### src/rtl/sfe_pkg.sv
package sfe_pkg;

  typedef enum logic [1:0] {
    ALEN_NONE = 2'd0,
    ALEN_24   = 2'd1,
    ALEN_32   = 2'd2
  } alen_e;

  typedef struct packed {
    alen_e alen;
    logic  has_mode;
    logic  is_rd;
    logic  is_wr;
  } op_attr_t;

  function automatic op_attr_t op_lookup(input logic [7:0] op);
    op_attr_t a;
    a = '{alen: ALEN_NONE, has_mode: 1'b0, is_rd: 1'b0, is_wr: 1'b0};
    unique case (op)
      8'h03: begin a.alen = ALEN_24; a.is_rd = 1'b1; end
      8'h13: begin a.alen = ALEN_32; a.is_rd = 1'b1; end
      8'hEB: begin a.alen = ALEN_24; a.is_rd = 1'b1; a.has_mode = 1'b1; end
      8'h05: a.is_rd = 1'b1;
      8'h02: begin a.alen = ALEN_24; a.is_wr = 1'b1; end
      8'h12: begin a.alen = ALEN_32; a.is_wr = 1'b1; end
      8'h20: a.alen = ALEN_24;
      8'hDC: a.alen = ALEN_32;
      default: ;
    endcase
    return a;
  endfunction

  function automatic logic [2:0] addr_bytes(input alen_e l);
    return (l == ALEN_24) ? 3'd3 : (l == ALEN_32) ? 3'd4 : 3'd0;
  endfunction

  function automatic logic [2:0] hdr_bytes(input op_attr_t a);
    return 3'd1 + addr_bytes(a.alen) + {2'b0, a.has_mode};
  endfunction

endpackage

### src/rtl/sfe_edge.sv
module sfe_edge (
  input  logic clk_i,
  input  logic rst_ni,
  input  logic cs_ni,
  input  logic sck_i,
  output logic sel_o,
  output logic sck_rise_o,
  output logic cs_rise_o
);
  logic sck_q, cs_q;

  always_ff @(posedge clk_i or negedge rst_ni) begin
    if (!rst_ni) begin
      sck_q <= 1'b0;
      cs_q  <= 1'b1;
    end else begin
      sck_q <= sck_i;
      cs_q  <= cs_ni;
    end
  end

  assign sel_o      = !cs_ni;
  assign sck_rise_o = sck_i && !sck_q && !cs_ni;
  assign cs_rise_o  = cs_ni && !cs_q;
endmodule

### src/rtl/sfe_shifter.sv
module sfe_shifter #(
  parameter int unsigned BCNT_W = 16
) (
  input  logic              clk_i,
  input  logic              rst_ni,
  input  logic              sel_i,
  input  logic              sck_rise_i,
  input  logic              si_i,
  output logic              byte_stb_o,
  output logic [7:0]        byte_o,
  output logic [2:0]        bit_idx_o,
  output logic [BCNT_W-1:0] byte_cnt_o
);
  localparam logic [BCNT_W-1:0] CNT_MAX = '1;

  logic [6:0]        sr_q;
  logic [2:0]        bit_idx_q;
  logic [BCNT_W-1:0] byte_cnt_q;
  logic              stb_q;
  logic [7:0]        byte_q;

  always_ff @(posedge clk_i or negedge rst_ni) begin
    if (!rst_ni) begin
      sr_q       <= '0;
      bit_idx_q  <= '0;
      byte_cnt_q <= '0;
      stb_q      <= 1'b0;
      byte_q     <= '0;
    end else begin
      stb_q <= sck_rise_i && (bit_idx_q == 3'd7);
      if (!sel_i) begin
        bit_idx_q  <= '0;
        byte_cnt_q <= '0;
      end else if (sck_rise_i) begin
        sr_q      <= {sr_q[5:0], si_i};
        bit_idx_q <= bit_idx_q + 3'd1;
        if (bit_idx_q == 3'd7) begin
          byte_q <= {sr_q, si_i};
          if (byte_cnt_q != CNT_MAX) byte_cnt_q <= byte_cnt_q + 1'b1;
        end
      end
    end
  end

  assign byte_stb_o = stb_q;
  assign byte_o     = byte_q;
  assign bit_idx_o  = bit_idx_q;
  assign byte_cnt_o = byte_cnt_q;

  // deselect must leave no partial byte behind
  p_clear_r4: assert property (@(posedge clk_i) disable iff (!rst_ni)
    !sel_i |=> (bit_idx_q == 3'd0) && (byte_cnt_q == '0));
endmodule

### src/rtl/sfe_op_table.sv
module sfe_op_table
  import sfe_pkg::*;
#(
  parameter int unsigned       N_OK   = 2,
  parameter logic [N_OK*8-1:0] OK_OPS = 16'h7505
) (
  input  logic [7:0] op_i,
  input  logic       busy_i,
  output op_attr_t   attr_o,
  output logic       allowed_o
);
  logic [N_OK-1:0] hit;

  for (genvar g = 0; g < N_OK; g++) begin : g_ok
    assign hit[g] = (op_i == OK_OPS[g*8 +: 8]);
  end

  assign attr_o    = op_lookup(op_i);
  assign allowed_o = !busy_i || (|hit);
endmodule

### src/rtl/sfe_cmd_front.sv
module sfe_cmd_front
  import sfe_pkg::*;
#(
  parameter int unsigned       BCNT_W = 16,
  parameter int unsigned       N_OK   = 2,
  parameter logic [N_OK*8-1:0] OK_OPS = 16'h7505
) (
  input  logic              clk_i,
  input  logic              rst_ni,
  input  logic              cs_ni,
  input  logic              sck_i,
  input  logic              si_i,
  input  logic              busy_i,
  output logic              cmd_vld_o,
  output logic [7:0]        cmd_op_o,
  output logic [31:0]       cmd_addr_o,
  output logic [7:0]        cmd_mode_o,
  output logic [BCNT_W-1:0] cmd_len_o,
  output logic              rd_req_o,
  output logic              data_vld_o,
  output logic [7:0]        data_o,
  output logic [31:0]       data_addr_o
);
  logic              sel, sck_rise, cs_rise;
  logic              byte_stb;
  logic [7:0]        byte_w;
  logic [2:0]        bit_idx;
  logic [BCNT_W-1:0] byte_cnt;
  op_attr_t          attr_w, attr_q, attr_c;
  logic              allowed_w, ok_q, ok_c, first_w;
  logic [BCNT_W-1:0] hdr_c, k_w, ab_w;

  logic [7:0]        op_q, mode_q, data_q;
  logic [31:0]       addr_q, data_addr_q;
  logic [BCNT_W-1:0] len_q;
  logic              cmd_vld_q, rd_req_q, data_vld_q;

  sfe_edge u_edge (
    .clk_i, .rst_ni, .cs_ni, .sck_i,
    .sel_o(sel), .sck_rise_o(sck_rise), .cs_rise_o(cs_rise)
  );

  sfe_shifter #(.BCNT_W(BCNT_W)) u_shift (
    .clk_i, .rst_ni, .sel_i(sel), .sck_rise_i(sck_rise), .si_i,
    .byte_stb_o(byte_stb), .byte_o(byte_w), .bit_idx_o(bit_idx), .byte_cnt_o(byte_cnt)
  );

  sfe_op_table #(.N_OK(N_OK), .OK_OPS(OK_OPS)) u_tab (
    .op_i(byte_w), .busy_i, .attr_o(attr_w), .allowed_o(allowed_w)
  );

  // opcode byte still in flight: use its decode, not the latched one
  assign first_w = byte_stb && (byte_cnt == BCNT_W'(1));
  assign attr_c  = first_w ? attr_w : attr_q;
  assign ok_c    = first_w ? allowed_w : ok_q;
  assign hdr_c   = BCNT_W'(hdr_bytes(attr_c));
  assign ab_w    = BCNT_W'(addr_bytes(attr_q.alen));
  assign k_w     = byte_cnt - BCNT_W'(1);

  always_ff @(posedge clk_i or negedge rst_ni) begin
    if (!rst_ni) begin
      op_q        <= '0;
      attr_q      <= '0;
      ok_q        <= 1'b0;
      addr_q      <= '0;
      mode_q      <= '0;
      data_q      <= '0;
      data_addr_q <= '0;
      len_q       <= '0;
      cmd_vld_q   <= 1'b0;
      rd_req_q    <= 1'b0;
      data_vld_q  <= 1'b0;
    end else begin
      cmd_vld_q  <= 1'b0;
      rd_req_q   <= 1'b0;
      data_vld_q <= 1'b0;
      if (byte_stb) begin
        if (first_w) begin
          op_q   <= byte_w;
          attr_q <= attr_w;
          ok_q   <= allowed_w;
          addr_q <= '0;
          mode_q <= '0;
        end else if (k_w <= ab_w) begin
          addr_q <= {addr_q[23:0], byte_w};
        end else if (attr_q.has_mode && (k_w == ab_w + BCNT_W'(1))) begin
          mode_q <= byte_w;
        end else if (attr_q.is_wr && ok_q) begin
          data_vld_q  <= 1'b1;
          data_q      <= byte_w;
          data_addr_q <= addr_q + 32'(k_w - hdr_c);
        end
        if (attr_c.is_rd && ok_c && (byte_cnt == hdr_c)) rd_req_q <= 1'b1;
      end
      if (cs_rise) begin
        cmd_vld_q <= (byte_cnt != '0) && (bit_idx == 3'd0) && !attr_c.is_rd
                     && ok_c && (byte_cnt >= hdr_c);
        len_q     <= byte_cnt - hdr_c;
      end
    end
  end

  assign cmd_vld_o   = cmd_vld_q;
  assign cmd_op_o    = op_q;
  assign cmd_addr_o  = addr_q;
  assign cmd_mode_o  = mode_q;
  assign cmd_len_o   = len_q;
  assign rd_req_o    = rd_req_q;
  assign data_vld_o  = data_vld_q;
  assign data_o      = data_q;
  assign data_addr_o = data_addr_q;

  p_cmd_after_cs_r3: assert property (@(posedge clk_i) disable iff (!rst_ni)
    cmd_vld_o |-> $past(cs_ni));
  p_one_strobe_r8: assert property (@(posedge clk_i) disable iff (!rst_ni)
    !(cmd_vld_o && rd_req_o));
  p_rd_in_frame_r8: assert property (@(posedge clk_i) disable iff (!rst_ni)
    rd_req_o |-> !$past(cs_ni, 2));
  p_busy_drop_r10: assert property (@(posedge clk_i) disable iff (!rst_ni)
    data_vld_o |-> ok_q);
endmodule

### config.mk
export PLATFORM = sky130hd
export DESIGN_NAME = sfe_cmd_front
export DESIGN_NICKNAME = d
export VERILOG_FILES = /design/src/rtl/sfe_pkg.sv /design/src/rtl/sfe_edge.sv /design/src/rtl/sfe_shifter.sv /design/src/rtl/sfe_op_table.sv /design/src/rtl/sfe_cmd_front.sv
export SDC_FILE = /design/constraint.sdc
export NUM_CORES = 1
export LEC_CHECK = 0
export BUFFER_PORTS_ARGS = -buffer_cell sky130_fd_sc_hd__buf_2
export CORE_ASPECT_RATIO = 0.6
export CORE_MARGIN = 2
export CORE_UTILIZATION = 53
export DETAILED_ROUTE_END_ITERATION = 6
export GPL_TIMING_DRIVEN = 1
export PLACE_DENSITY = 0.87
export REMOVE_ABC_BUFFERS = 1
export SYNTH_ARGS = -nofsm -noshare
export SYNTH_HDL_FRONTEND = slang
export SYNTH_HIERARCHICAL = 1
export SYNTH_SLANG_ARGS = --single-unit
### constraint.sdc
create_clock -name clk_i -period 6.1 [get_ports clk_i]
set_clock_uncertainty 0.2 [all_clocks]
set_input_delay 0.915 -clock clk_i [delete_from_list [all_inputs] [get_ports clk_i]]
set_output_delay 0.915 -clock clk_i [all_outputs]
set_load 0.02 [all_outputs]
* Word-level counts from Yosys, hierarchy flattened
Index checks and enable logic that the tools add are counted. W data, S select, Z words.
Word-level totals: bits in registers 150, bits of input ports 6, output and inout port bits 107, word-level logic and storage cells 122
Operators by class: add/subtract/negate cells 9, order comparisons 2, eq/ne operators 19, multiplexer cells 29, bitwise gates (word level) 4, reductions and logical operators 38
Operator list (number):
- $mux W16 | 4
- $mux W32 | 2
- $add A32 B32 Y32 | 1
- $mux W8 | 3
- $mux W3 | 6
- $sub A16 B3 Y17 | 1
- $add A16 B1 Y16 const B | 1
- $eq A16 B1 Y1 const B | 1
- $eq A16 B3 Y1 | 1
- $eq A16 B4 Y1 | 1
- $eq A8 B2 Y1 const B | 2
- $eq A8 B5 Y1 const B | 2
- $eq A8 B8 Y1 const B | 2
- $ge A16 B3 Y1 | 1
- $le A16 B3 Y1 | 1
- $ne A16 B16 Y1 const B | 1
- $reduce_bool A16 Y1 | 1
- $sub A16 B1 Y16 const B | 1
- $sub A16 B3 Y16 | 1
- $logic_and A1 B1 Y1 | 13
- $mux W1 | 12
- $reduce_bool A2 Y1 | 5
- $reduce_and A3 Y1 | 3
- $eq A8 B3 Y1 const B | 1
- other kinds (21) | 34

* Logic depth before layout (Yosys ltp)
Gate-level depths: netlist of the first run.
word-level depth 13, mapped depth 33, gate-level depth less buffers 30

* Modules after synthesis
Netlist of the first run, hierarchy kept.
By module, submodules not included:
- sfe_cmd_front | instances 1, cells an instance 820, area an instance 7196.9 µm², seq. area each 2827.7 µm²
- sfe_shifter | instances 1, cells an instance 145, area an instance 1696.6 µm², seq. area each 875.8 µm²
- sfe_op_table | instances 1, cells an instance 24, area an instance 170.2 µm², seq. area each 0.0 µm²
- sfe_edge | instances 1, cells an instance 5, area an instance 75.1 µm², seq. area each 51.3 µm²

* Worst setup path after synthesis of the first run
OpenSTA, ideal clock, no wires.
path kind flip-flop to flip-flop, from reg u_shift.byte_cnt_q[10], in the netlist u_shift/byte_cnt_o[10], to reg data_addr_q[30], in the netlist data_addr_o[30], setup time 0.069 ns, arrival 6.468 ns, data required time 5.831 ns, slack -0.637 ns, stages on the path, launching flop included 32, buffers on the path 3, period minus slack after synthesis 6.737 ns, cell sequence dfrtp_1 > clkbuf_1 > or4_1 > nor3_1 > nand4_1 > inv_1 > and2_1 > buf_2 > clkbuf_1 > o21ai_0 > ha_1 > inv_1 > ha_1 > inv_1 > ha_1 > nor2b_1 > o21a_1 > nor3b_1 > and2_1 > and4_1 > a21oi_1 > nor2_1 > xor2_1 > ha_1 > a21oi_1 > nand2_1 > nor3_1 > a21oi_1 > a211oi_1 > o31ai_1 > a2111o_1 > nand3_1
RTL lines:
- start, declared | RTL line sfe_shifter.sv:18 | logic [BCNT_W-1:0] byte_cnt_q;
- start signal, assigned | RTL line sfe_shifter.sv:39 | if (byte_cnt_q != CNT_MAX) byte_cnt_q <= byte_cnt_q + 1'b1;
- end signal, assigned | RTL line sfe_cmd_front.sv:91 | data_addr_q <= addr_q + 32'(k_w - hdr_c);
- end, declared | RTL line sfe_cmd_front.sv:34 | logic [31:0] addr_q, data_addr_q;

* Worst setup path after layout of the first run
from reg u_shift.byte_cnt_q[11], in the netlist u_shift/byte_cnt_o[11], to reg data_addr_q[24], in the netlist data_addr_o[24]
Between the ends: word-level cells in the longest chain between the ends 10, elaborated cells between the ends (all ways) 19, those cells by class 5 x add/sub; 1 x order compare; 4 x eq/ne; 3 x mux; 3 x bitwise; 3 x reduce/logical
RTL lines:
- $eq A16 B1 Y1 | RTL line sfe_cmd_front.sv:53 | assign first_w = byte_stb && (byte_cnt == BCNT_W'(1));
- $logic_and A1 B1 Y1 | RTL line sfe_cmd_front.sv:53
- $mux W5
- $eq A2 B2 Y1 | RTL line sfe_pkg.sv:34 | return (l == ALEN_24) ? 3'd3 : (l == ALEN_32) ? 3'd4 : 3'd0;
- $mux W3 (2 in series) | RTL line sfe_pkg.sv:34
- $add A1 B3 Y3 | RTL line sfe_pkg.sv:38 | return 3'd1 + addr_bytes(a.alen) + {2'b0, a.has_mode};
- $add A3 B1 Y3 | RTL line sfe_pkg.sv:38
- $sub A16 B3 Y17 | RTL line sfe_cmd_front.sv:91
- $add A32 B32 Y32 | RTL line sfe_cmd_front.sv:91
Several ways; a longest one is shown, not always the timed one. A chain may end at the register's enable or synchronous reset.

==> run metrics, run 1 <==
sink of the worst hold path cmd_op_o[3]$_DFFE_PN0P_; Flop pwr share about 48%; Die ar. between 0.015 and 0.02 mm^2; period utilization between 90 and 100%; Core Region around 0.017 mm^2; layout cell share with drive strength beyond 1 roughly 24%; Slew headroom 36.62%; Critical-path top delay cell or4_4; DR iter-0 viols between 600 and 700; status finished, violations left; share of total power in combinational logic under 10%; Crit path arrival time just over 6 ns; GR Util met3 6.349%; EDFF count, synth 0; pin count of the biggest net entering global routing 96; Req. time, crit path approximately 6.2 ns; Post-synth ARST share 100.0%; fmax about 170 MHz; RR Startpoint u_shift/byte_cnt_o[11]$_DFFE_PN0P_; failing checks DRC; grt met1 use ~40%; Clock Pin Slew Worst Setup and Hold Paths 0.06 ns; Cell Count, Final, Fillers Out ~1.4k; number of global-route vias before repair around 7.6k; Max Cap Viol 0; synthesized area 0.009139 mm^2; Final Max Tran Viols 0; Power Dens Cells between 150 and 200 mW/mm^2; Tightest Pin Transition 0.9507 ns; clock network power share approximately 50%; Period minus WS final around 6 ns; CP top delay family simple AND/OR/NAND/NOR gates; routing usage on met2 39.43%; Largest stage delay, worst path around 0.56 ns; CP Buf/Inv Count 8; ys flop type dfrtp_1; Tot GR Track Use between 20% and 30%; Tot Pwr about 2.1 mW; Leak 5.718 nW; Fill cells around 1.3k; Synth warnings 6; final wirelength ~25 mm; most common cell after layout, fill and taps aside nand2_1; post-synthesis sequential area ratio about two fifths; first-pass GRT wire length around 39 mm; hold path cells 2; initial antenna violation count 0; Max rail drop VDD roughly 0.18 mV; Max clock buf depth 2; Die Width roughly 170 um; WL per Instance around 18 um; Remaining DRCs 18; crit-path max FO 6; reg2reg end data_addr_o[24]$_DFFE_PN0P_; final setup violation count 0; Int Pwr around 1.6 mW; Hold-fix buffers, CTS 0; R2R setup slack between 0.1 and 0.15 ns; library cells used by synthesis 70; routability congestion estimate between 0.8 and 0.9; antenna cells 0; CP most frequent cell buf_4; number of antenna-violating nets in the routed design 0; most frequent cells in the layout nand2_1 (173), dfrtp_1 (149), buf_2 (111); startpoint class of the critical path flip-flop; Area Overhead vs Synth 20.47%; crit path capture type flip-flop; sw frac ~22%; Placed Cells ~1.3k; main area contributors after synthesis dfrtp_1 (41%), nand2_1 (7.2%), ha_1 (7.0%); worst hold path class flip-flop to flip-flop; initial core utilization 53.79%; CTS tree yes; H-tree levels 4; PortBufs roughly 110; Top Ports 113; CTS sink count 150; Nets 1195; grt peak-use layer met1; Syn Area/Cell about 9.2 um^2; Yosys reg bits 150; Min-Delay Startpoint cmd_op_o[3]$_DFFE_PN0P_; switching power 468.2 uW; grt ovf 0; DPL Wire Length approximately 18 mm; clk_lat worst skew ~0.43 ns; TNS Setup 0 ns; Die H approximately 110 um; TritonRoute pass-1 iters 7; number of cell rows 37; worst reg2reg path depth 30; Num CTS Buffers 17; Cells after Synth 994; via count 8138; biggest area consumer among synthesized cells dfrtp_1; Final Hold Viols 0; Crit Path Class flip-flop to flip-flop; Clock Tree Root clkbuf_16; Vias/cell a little under 6; top-area cell type share of the netlist area about two fifths; Hold Worst Slack between 0.2 and 0.3 ns
cell type report:
cell class,instances,area [um^2],share of cell area (%)
tap,234,292.8,2.659
inverter,67,254.0,2.307
clock inverter,11,126.4,1.148
clock buffer,20,456.7,4.148
sequential,150,3755,34.11
timing repair buffer,158,919.6,8.353
multi-input combinational,741,5205,47.28
timing repair:
item | CTS | global route
endpoints found under the setup margin | 12 | 21
gates resized for setup | 8 | 59
setup buffers | 0 | 7
pin swaps | 0 | 28
logic make-up after synthesis:
kind of cell / synth area share (%)
and+or+nand+nor: 20.78
AOI/OAI and AO/OA: 11.91
DFF: 41.09
buffers and inverters: 4.751
muxes: 7.338
xor gates and xnor gates: 6.490
adders and majority gates: 7.640
synthesized netlist by cell type, drive strengths merged, types with 11 or more instances:
master and number:
o21ai 53, ha 51, buf 15, xnor2 37, a21o 13, a21oi 57, nand3 21, nor2 61
mux2i 49, dfrtp 149, nand4 14, mux2 16, nor2b 11, inv 67, xor2 26, nor3 30
clkbuf 21, nand2 177
flip-flops by register name, summed over array words and instances, names as in the netlist, 3 cells and up:
name and count:
cmd_len_o 16, data_o 8, u_shift/byte_o 8, cmd_addr_o 32
attr_q 5, data_addr_o 32, cmd_mode_o 8, u_shift/sr_q 7
u_shift/byte_cnt_o 16, cmd_op_o 8, u_shift/bit_idx_o 3
worst max path at each step:
| stage | cells after the start | slack, ns | end | start |
|---|---|---|---|---|
| 2_1_floorplan | 30 | -1.12 | data_addr_o[30]$_DFFE_PN0P_ | u_shift/byte_cnt_o[10]$_DFFE_PN0P_ |
| 3_3_place_gp | 29 | 0.12 | data_addr_o[30]$_DFFE_PN0P_ | u_shift/byte_cnt_o[10]$_DFFE_PN0P_ |
| 3_5_place_dp | 30 | -0.25 | data_addr_o[30]$_DFFE_PN0P_ | u_shift/byte_cnt_o[10]$_DFFE_PN0P_ |
| 4_1_cts | 31 | 0.02 | data_addr_o[24]$_DFFE_PN0P_ | u_shift/byte_cnt_o[10]$_DFFE_PN0P_ |
| 5_1_grt | 28 | -0.15 | data_addr_o[31]$_DFFE_PN0P_ | u_shift/byte_cnt_o[11]$_DFFE_PN0P_ |
| 6_report | 30 | 0.11 | data_addr_o[24]$_DFFE_PN0P_ | u_shift/byte_cnt_o[11]$_DFFE_PN0P_ |
power by group through the flow:
stage	logic (mW)	clock network [mW]	registers (mW)
after detailed placement	0.0465	0	1.04
after global placement	0.0450	0	1.04
after global routing	0.0512	1.11	1.02
after CTS	0.0467	1.06	1.02
after floorplan	0.0197	0	1.03
final	0.0450	1.05	1.02
through the flow:
stage	util, %	instance area [um^2]	setup WS, ns
3_5_place_dp	59.54	10120	-0.2518
4_1_cts	63.13	10730	0.02211
2_1_floorplan	-	8956	-1.117
5_1_grt	64.80	11010	-0.1461
6_report	64.80	11010	0.1091
3_3_place_gp	59.54	10120	0.1159
worst register-to-register path, delay by kind of cell, from the launching register on:
family	cells	cell delay (ns)
DFF	1	0.38
adders and majority gates	4	0.86
and+or+nand+nor	9	1.72
AOI/OAI and AO/OA	8	1.58
xor gates and xnor gates	1	0.18
buffers and inverters	8	1.00
per-layer routing:
layer  vias up  wire (um)
li1       3722          -
met1      3950      11580
met2       406      11030
met3        60       2256
met4         0        390
met5         -          0
(Power assumes the default switching activity.)
==> inputs of run 2 (changes only) <==
CTS_BUF_LIST = sky130_fd_sc_hd__clkbuf_16   (was not set)
TNS_END_PERCENT = 10   (was not set)
==> run 2 against run 1 <==
Net effect:
- the flow now finishes without violations
- count of clock-buffer cells in the layout down 3
- non-clock buffer count unchanged
- first-iteration DRC count increased by 0.44%
- die area unchanged
- combinational power about the same
- sequential power about the same
- utilization shrank 0.12 points
- sequential share of layout area rose by 0.062 points
- critical endpoint is now data_addr_o[31]$_DFFE_PN0P_
- largest cell class unchanged
- largest power group is now sequential cells
==> run metrics, run 2 (synthesis results as in run 1) <==
status completed; Area Overhead vs Synth 20.25%; Placed Cells 1343 (unchanged); Top Ports 113 (unchanged); Core Region 0.01699 mm^2 (unchanged); Max clock buf depth 2 (unchanged); clk_lat worst skew 0.43 ns (about the same); antenna cells 0 (unchanged); share of total power in combinational logic 2.2% (about the same); R2R setup slack 0.13 ns (+0.02 ns); period utilization 97.81% (-0.40 points); sw frac 22.32% (+0.17 points); hold path cells 2 (unchanged); Power Dens Cells 189.6 mW/mm^2 (-1.2%); DPL Wire Length 17.56 mm (unchanged); Req. time, crit path 6.23 ns (about the same); pin count of the biggest net entering global routing 96 (unchanged); most frequent cells in the layout nand2_1 (173), dfrtp_1 (149), buf_2 (111); Tightest Pin Transition 0.9391 ns (-0.01157 ns); Leak 5.711 nW (-0.12%); worst hold path class flip-flop to flip-flop; RR Startpoint u_shift/byte_cnt_o[11]$_DFFE_PN0P_; TritonRoute pass-1 iters 6 (-1); most common cell after layout, fill and taps aside nand2_1; via count 8070 (-0.84%); CTS tree yes; Clock Tree Root clkbuf_16; reg2reg end data_addr_o[31]$_DFFE_PN0P_; Die Width 173.5 um (unchanged); Period minus WS final 5.967 ns (-0.02430 ns); Max rail drop VDD 0.1781 mV (about the same); fmax 167.6 MHz (+0.41%); Critical-path top delay cell or4_4; Int Pwr 1.619 mW (-1.6%); Nets 1195 (unchanged); WL per Instance 18.10 um (-1.1%); Cell Count, Final, Fillers Out 1381 (unchanged); grt ovf 0 (unchanged); Hold Worst Slack 0.2740 ns (+0.00003300 ns); startpoint class of the critical path flip-flop; Crit path arrival time 6.09 ns (-0.04 ns); Final Hold Viols 0 (unchanged); Vias/cell 5.844 (-0.84%); sink of the worst hold path cmd_op_o[3]$_DFFE_PN0P_; crit-path max FO 6 (unchanged); clock network power share 49.0% (-0.7 points); switching power 465.1 uW (-0.66%); Die H 105.7 um (unchanged); crit path capture type flip-flop; Clock Pin Slew Worst Setup and Hold Paths 0.06 ns (about the same); Min-Delay Startpoint cmd_op_o[3]$_DFFE_PN0P_; Max Cap Viol 0 (unchanged); Final Max Tran Viols 0 (unchanged); Num CTS Buffers 17 (unchanged); H-tree levels 4 (unchanged); Flop pwr share 48.9% (+0.7 points); Crit Path Class flip-flop to flip-flop; final setup violation count 0 (unchanged); Placement Setup Slack -0.2518 ns (unchanged); Remaining DRCs 0 (-18); routability congestion estimate 0.8929 (unchanged); first-pass GRT wire length 39.10 mm (-0.35%); Largest stage delay, worst path 0.56 ns (about the same); initial antenna violation count 0 (unchanged); Hold-fix buffers, CTS 0 (unchanged); Slew headroom 37.39% (+0.77 points); layout cell share with drive strength beyond 1 24.15% (-0.17 points); initial core utilization 53.79% (unchanged); Die ar. 0.01834 mm^2 (unchanged); CTS sink count 150 (unchanged); CP most frequent cell inv_2; PortBufs 112 (unchanged); number of global-route vias before repair 7563 (-0.55%); number of cell rows 37 (unchanged); number of antenna-violating nets in the routed design 0 (unchanged); DR iter-0 viols 685 (+0.44%); Final WS setup 0.1334 ns (+0.02430 ns); Tot GR Track Use 26.75% (-0.14 points); worst reg2reg path depth 28 (-6.7%); final wirelength 24.99 mm (-1.1%)
run 2: cell types whose count changed in the layout (fill, tap and decap cells not counted), sizes merged:
| cell | previous run | this run |
|---|---|---|
| inv | 68 | 69 |
| clkbuf | 20 | 17 |
| clkinv | 4 | 6 |
run 2: final cells by class:
type	count	area [um^2]
multi-input cells	741	5205
fillers	1320	6001
clock inverters	14	137.6
inverters	67	254.0
well taps	234	292.8
clock buffers	17	425.4
flip-flops and latches	150	3755
repair buffers	158	919.6
run 2: worst max-delay path: cells and delay by family (launching register included):
kind,cells,cell delay [ns]
AO/OA/AOI/OAI,7,1.10
adder cells (fa/ha/maj),5,1.20
buffers and inverters,5,0.54
flip-flops,1,0.38
AND/OR/NAND/NOR,11,2.44
run 2: worst max path at each step:
stage | start | endpoint | slack (ns)
after floorplan | u_shift/byte_cnt_o[10]$_DFFE_PN0P_ | data_addr_o[30]$_DFFE_PN0P_ | -1.12
after global placement | u_shift/byte_cnt_o[10]$_DFFE_PN0P_ | data_addr_o[30]$_DFFE_PN0P_ | 0.12
after detailed placement | u_shift/byte_cnt_o[10]$_DFFE_PN0P_ | data_addr_o[30]$_DFFE_PN0P_ | -0.25
after CTS | u_shift/byte_cnt_o[10]$_DFFE_PN0P_ | data_addr_o[24]$_DFFE_PN0P_ | 0.02
after global routing | u_shift/byte_cnt_o[11]$_DFFE_PN0P_ | data_addr_o[31]$_DFFE_PN0P_ | -0.12
final | u_shift/byte_cnt_o[11]$_DFFE_PN0P_ | data_addr_o[31]$_DFFE_PN0P_ | 0.13
run 2: what timing repair did:
item	in CTS	in global routing
setup buffers	0	7
pin swaps	0	28
setup endpoints to repair	12	21
resized for setup	8	59
endpoints found under the hold margin	0	0
run 2: through the flow:
stage	total power [mW]	setup TNS [ns]	area, um^2	utilization, %
floorplan	1.053	-15.95	8956	-
global placement	1.080	0	10120	59.54
detailed placement	1.083	-1.114	10120	59.54
CTS	2.095	0	10710	63.01
global route	2.152	-0.6296	10990	64.68
finish	2.084	0	10990	64.68
run 2: power groups by stage:
stage / logic, mW / clock network [mW] / registers, mW
4_1_cts: 0.0466 / 1.03 / 1.02
3_5_place_dp: 0.0465 / 0 / 1.04
2_1_floorplan: 0.0197 / 0 / 1.03
5_1_grt: 0.0511 / 1.08 / 1.02
3_3_place_gp: 0.0450 / 0 / 1.04
6_report: 0.0449 / 1.02 / 1.02
run 2: routing by layer:
metal  GRT usage [%]  wire [um]  up-vias
li1                -          -     3723
met1           40.31      11370     3906
met2           39.17      10950      402
met3           5.736       2343       39
met4           6.416        332        0
met5               0          0        -
==> inputs of run 3 (changes only) <==
SETUP_SLACK_MARGIN = 0.3   (was not set)
==> run 3 against run 2 <==
Net effect:
- setup slack better by 0.045 ns
- first-iteration DRC count is 23% higher
- largest power group unchanged
- count of clock-buffer cells in the layout unchanged
- sequential share of layout area shrank 0.63 points
- global-route usage up 0.26 points
==> run metrics, run 3 (synthesis results as in run 1) <==
status completed; RR Startpoint u_shift/byte_cnt_o[7]$_DFFE_PN0P_; clk_lat worst skew 0.43 ns (about the same); Area Overhead vs Synth 22.51%; CTS tree yes; Remaining DRCs 0 (unchanged); Clock Tree Root clkbuf_16; Power Dens Cells 186.3 mW/mm^2 (-1.8%); Finished Cell Area 0.01120 mm^2 (+1.9%); initial core utilization 53.79% (unchanged); Placed Instance Area 0.01012 mm^2 (unchanged); Clock Pin Slew Worst Setup and Hold Paths 0.06 ns (about the same); layout cell share with drive strength beyond 1 26.31% (+2.2 points); reg2reg end data_addr_o[30]$_DFFE_PN0P_; Top Ports 113 (unchanged); CP most frequent cell buf_4; grt ovf 0 (unchanged); Max clock buf depth 2 (unchanged); DPL Wire Length 17.56 mm (unchanged); DR iter-0 viols 841 (+23%); Crit path arrival time 6.08 ns (about the same); TritonRoute pass-1 iters 7 (+1); H-tree levels 4 (unchanged); number of cell rows 37 (unchanged); startpoint class of the critical path flip-flop; Fill cells 1269 (-3.9%); R2R setup slack 0.18 ns (+0.04 ns); Leak 5.821 nW (+1.9%); Num CTS Buffers 17 (unchanged); Period minus WS final 5.922 ns (-0.04460 ns); Register Area 0.003755 mm^2 (unchanged); number of antenna-violating nets in the routed design 0 (unchanged); Core Region 0.01699 mm^2 (unchanged); CTS sink count 150 (unchanged); final wirelength 25.80 mm (+3.2%); Tightest Pin Transition 0.9402 ns (+0.001025 ns); Final Max Tran Viols 0 (unchanged); period utilization 97.08% (-0.73 points); Vias/cell 5.911 (+1.1%); area of the multi-input gates 0.005278 mm^2 (+1.4%); Die Width 173.5 um (unchanged); most frequent cells in the layout nand2_1 (171), dfrtp_1 (149), buf_2 (111); via count 8257 (+2.3%); Die H 105.7 um (unchanged); crit-path max FO 20 (+14); RSZ-0062 raised after global routing true; Largest stage delay, worst path 0.42 ns (-0.14 ns); Req. time, crit path 6.26 ns (+0.03 ns); first-pass GRT wire length 39.45 mm (+0.92%); Min-Delay Startpoint cmd_op_o[1]$_DFFE_PN0P_; Tot Pwr 2.085 mW (about the same); Crit Path Class flip-flop to flip-flop; Die ar. 0.01834 mm^2 (unchanged); hold path cells 2 (unchanged); Critical-path top delay cell or3_1; Tot GR Track Use 27.02% (+0.26 points); Max Cap Viol 0 (unchanged); antenna cells 0 (unchanged); Hold Worst Slack 0.2723 ns (-0.001691 ns); Core Util, Final 65.90% (+1.2 points); Nets 1211 (+1.3%); PortBufs 112 (unchanged); pin count of the biggest net entering global routing 96 (unchanged); fmax 168.9 MHz (+0.75%); most common cell after layout, fill and taps aside nand2_1; initial antenna violation count 0 (unchanged); crit path capture type flip-flop; routability congestion estimate 0.8929 (unchanged); sink of the worst hold path cmd_op_o[1]$_DFFE_PN0P_; number of global-route vias before repair 7643 (+1.1%); Slew headroom 37.32% (-0.068 points); WL per Instance 18.46 um (+2.0%); Final Hold Viols 0 (unchanged); worst reg2reg path depth 29 (+3.6%); worst hold path class flip-flop to flip-flop; final setup violation count 0 (unchanged); Max rail drop VDD 0.1798 mV (+0.93%)
-- run 3: cell types whose count changed in the layout (fill, tap and decap cells not counted), moves of 2 or more --
cell	change
buf_4	+14
ha_1	-5
ha_2	+3
a21oi_1	-2
a21oi_2	+2
ha_4	+2
inv_2	+2
nand2_1	-2
nand2_2	+2
nor2_1	-2
nor2_2	+2
o21ai_0	-2
o21ai_1	+2
-- run 3: worst max-delay path by stage --
stage                                       startpoint                          end  slack [ns]
global route         u_shift/byte_cnt_o[8]$_DFFE_PN0P_  data_addr_o[16]$_DFFE_PN0P_        0.01
CTS                 u_shift/byte_cnt_o[10]$_DFFE_PN0P_  data_addr_o[24]$_DFFE_PN0P_        0.29
floorplan           u_shift/byte_cnt_o[10]$_DFFE_PN0P_  data_addr_o[30]$_DFFE_PN0P_       -1.12
detailed placement  u_shift/byte_cnt_o[10]$_DFFE_PN0P_  data_addr_o[30]$_DFFE_PN0P_       -0.25
global placement    u_shift/byte_cnt_o[10]$_DFFE_PN0P_  data_addr_o[30]$_DFFE_PN0P_        0.12
finish               u_shift/byte_cnt_o[7]$_DFFE_PN0P_  data_addr_o[30]$_DFFE_PN0P_        0.18
-- run 3: worst max-delay path: cells and delay by family, from the launching register on --
kind	cells	cell delay, ns
DFF	1	0.37
AOI/OAI and AO/OA	6	1.47
and+or+nand+nor	11	1.89
adders and majority gates	3	0.69
xor gates and xnor gates	1	0.18
buffers and inverters	8	1.04
-- run 3: per-layer routing --
metal | up-vias | part of all wire, % | track usage [%] | wire length, um
li1 | 3750 | - | - | -
met5 | - | 0 | 0 | 0
met1 | 3989 | 45 | 40.60 | 11730
met2 | 450 | 44 | 39.57 | 11320
met4 | 0 | 1.9 | 6.840 | 481
met3 | 68 | 8.8 | 5.736 | 2262
-- run 3: repair_timing --
action                     CTS  global route
hold buffers                 0             0
resized for setup           33            57
pin swaps                   12            44
setup buffers                7            16
setup endpoints to repair   20            20
-- run 3: through the flow --
| stage | setup TNS [ns] | std cells | setup slack, ns |
|---|---|---|---|
| global route | 0 | 1397 | 0.01027 |
| finish | 0 | 1397 | 0.1780 |
| global placement | 0 | 1343 | 0.1159 |
| detailed placement | -1.114 | 1343 | -0.2518 |
| CTS | 0 | 1381 | 0.2883 |
| floorplan | -15.95 | 958 | -1.117 |
-- run 3: where the power goes --
group          switching (mW)  internal [mW]
clock network           0.427          0.595
registers             0.00929           1.01
logic                  0.0305         0.0144
-- run 3: final cells by class --
cell class | count | area share (%)
multi-input cells | 741 | 47.14
flip-flops and latches | 150 | 33.54
repair buffers | 174 | 9.432
clock buffers | 17 | 3.800
well taps | 234 | 2.615
inverters | 67 | 2.246
clock inverters | 14 | 1.229
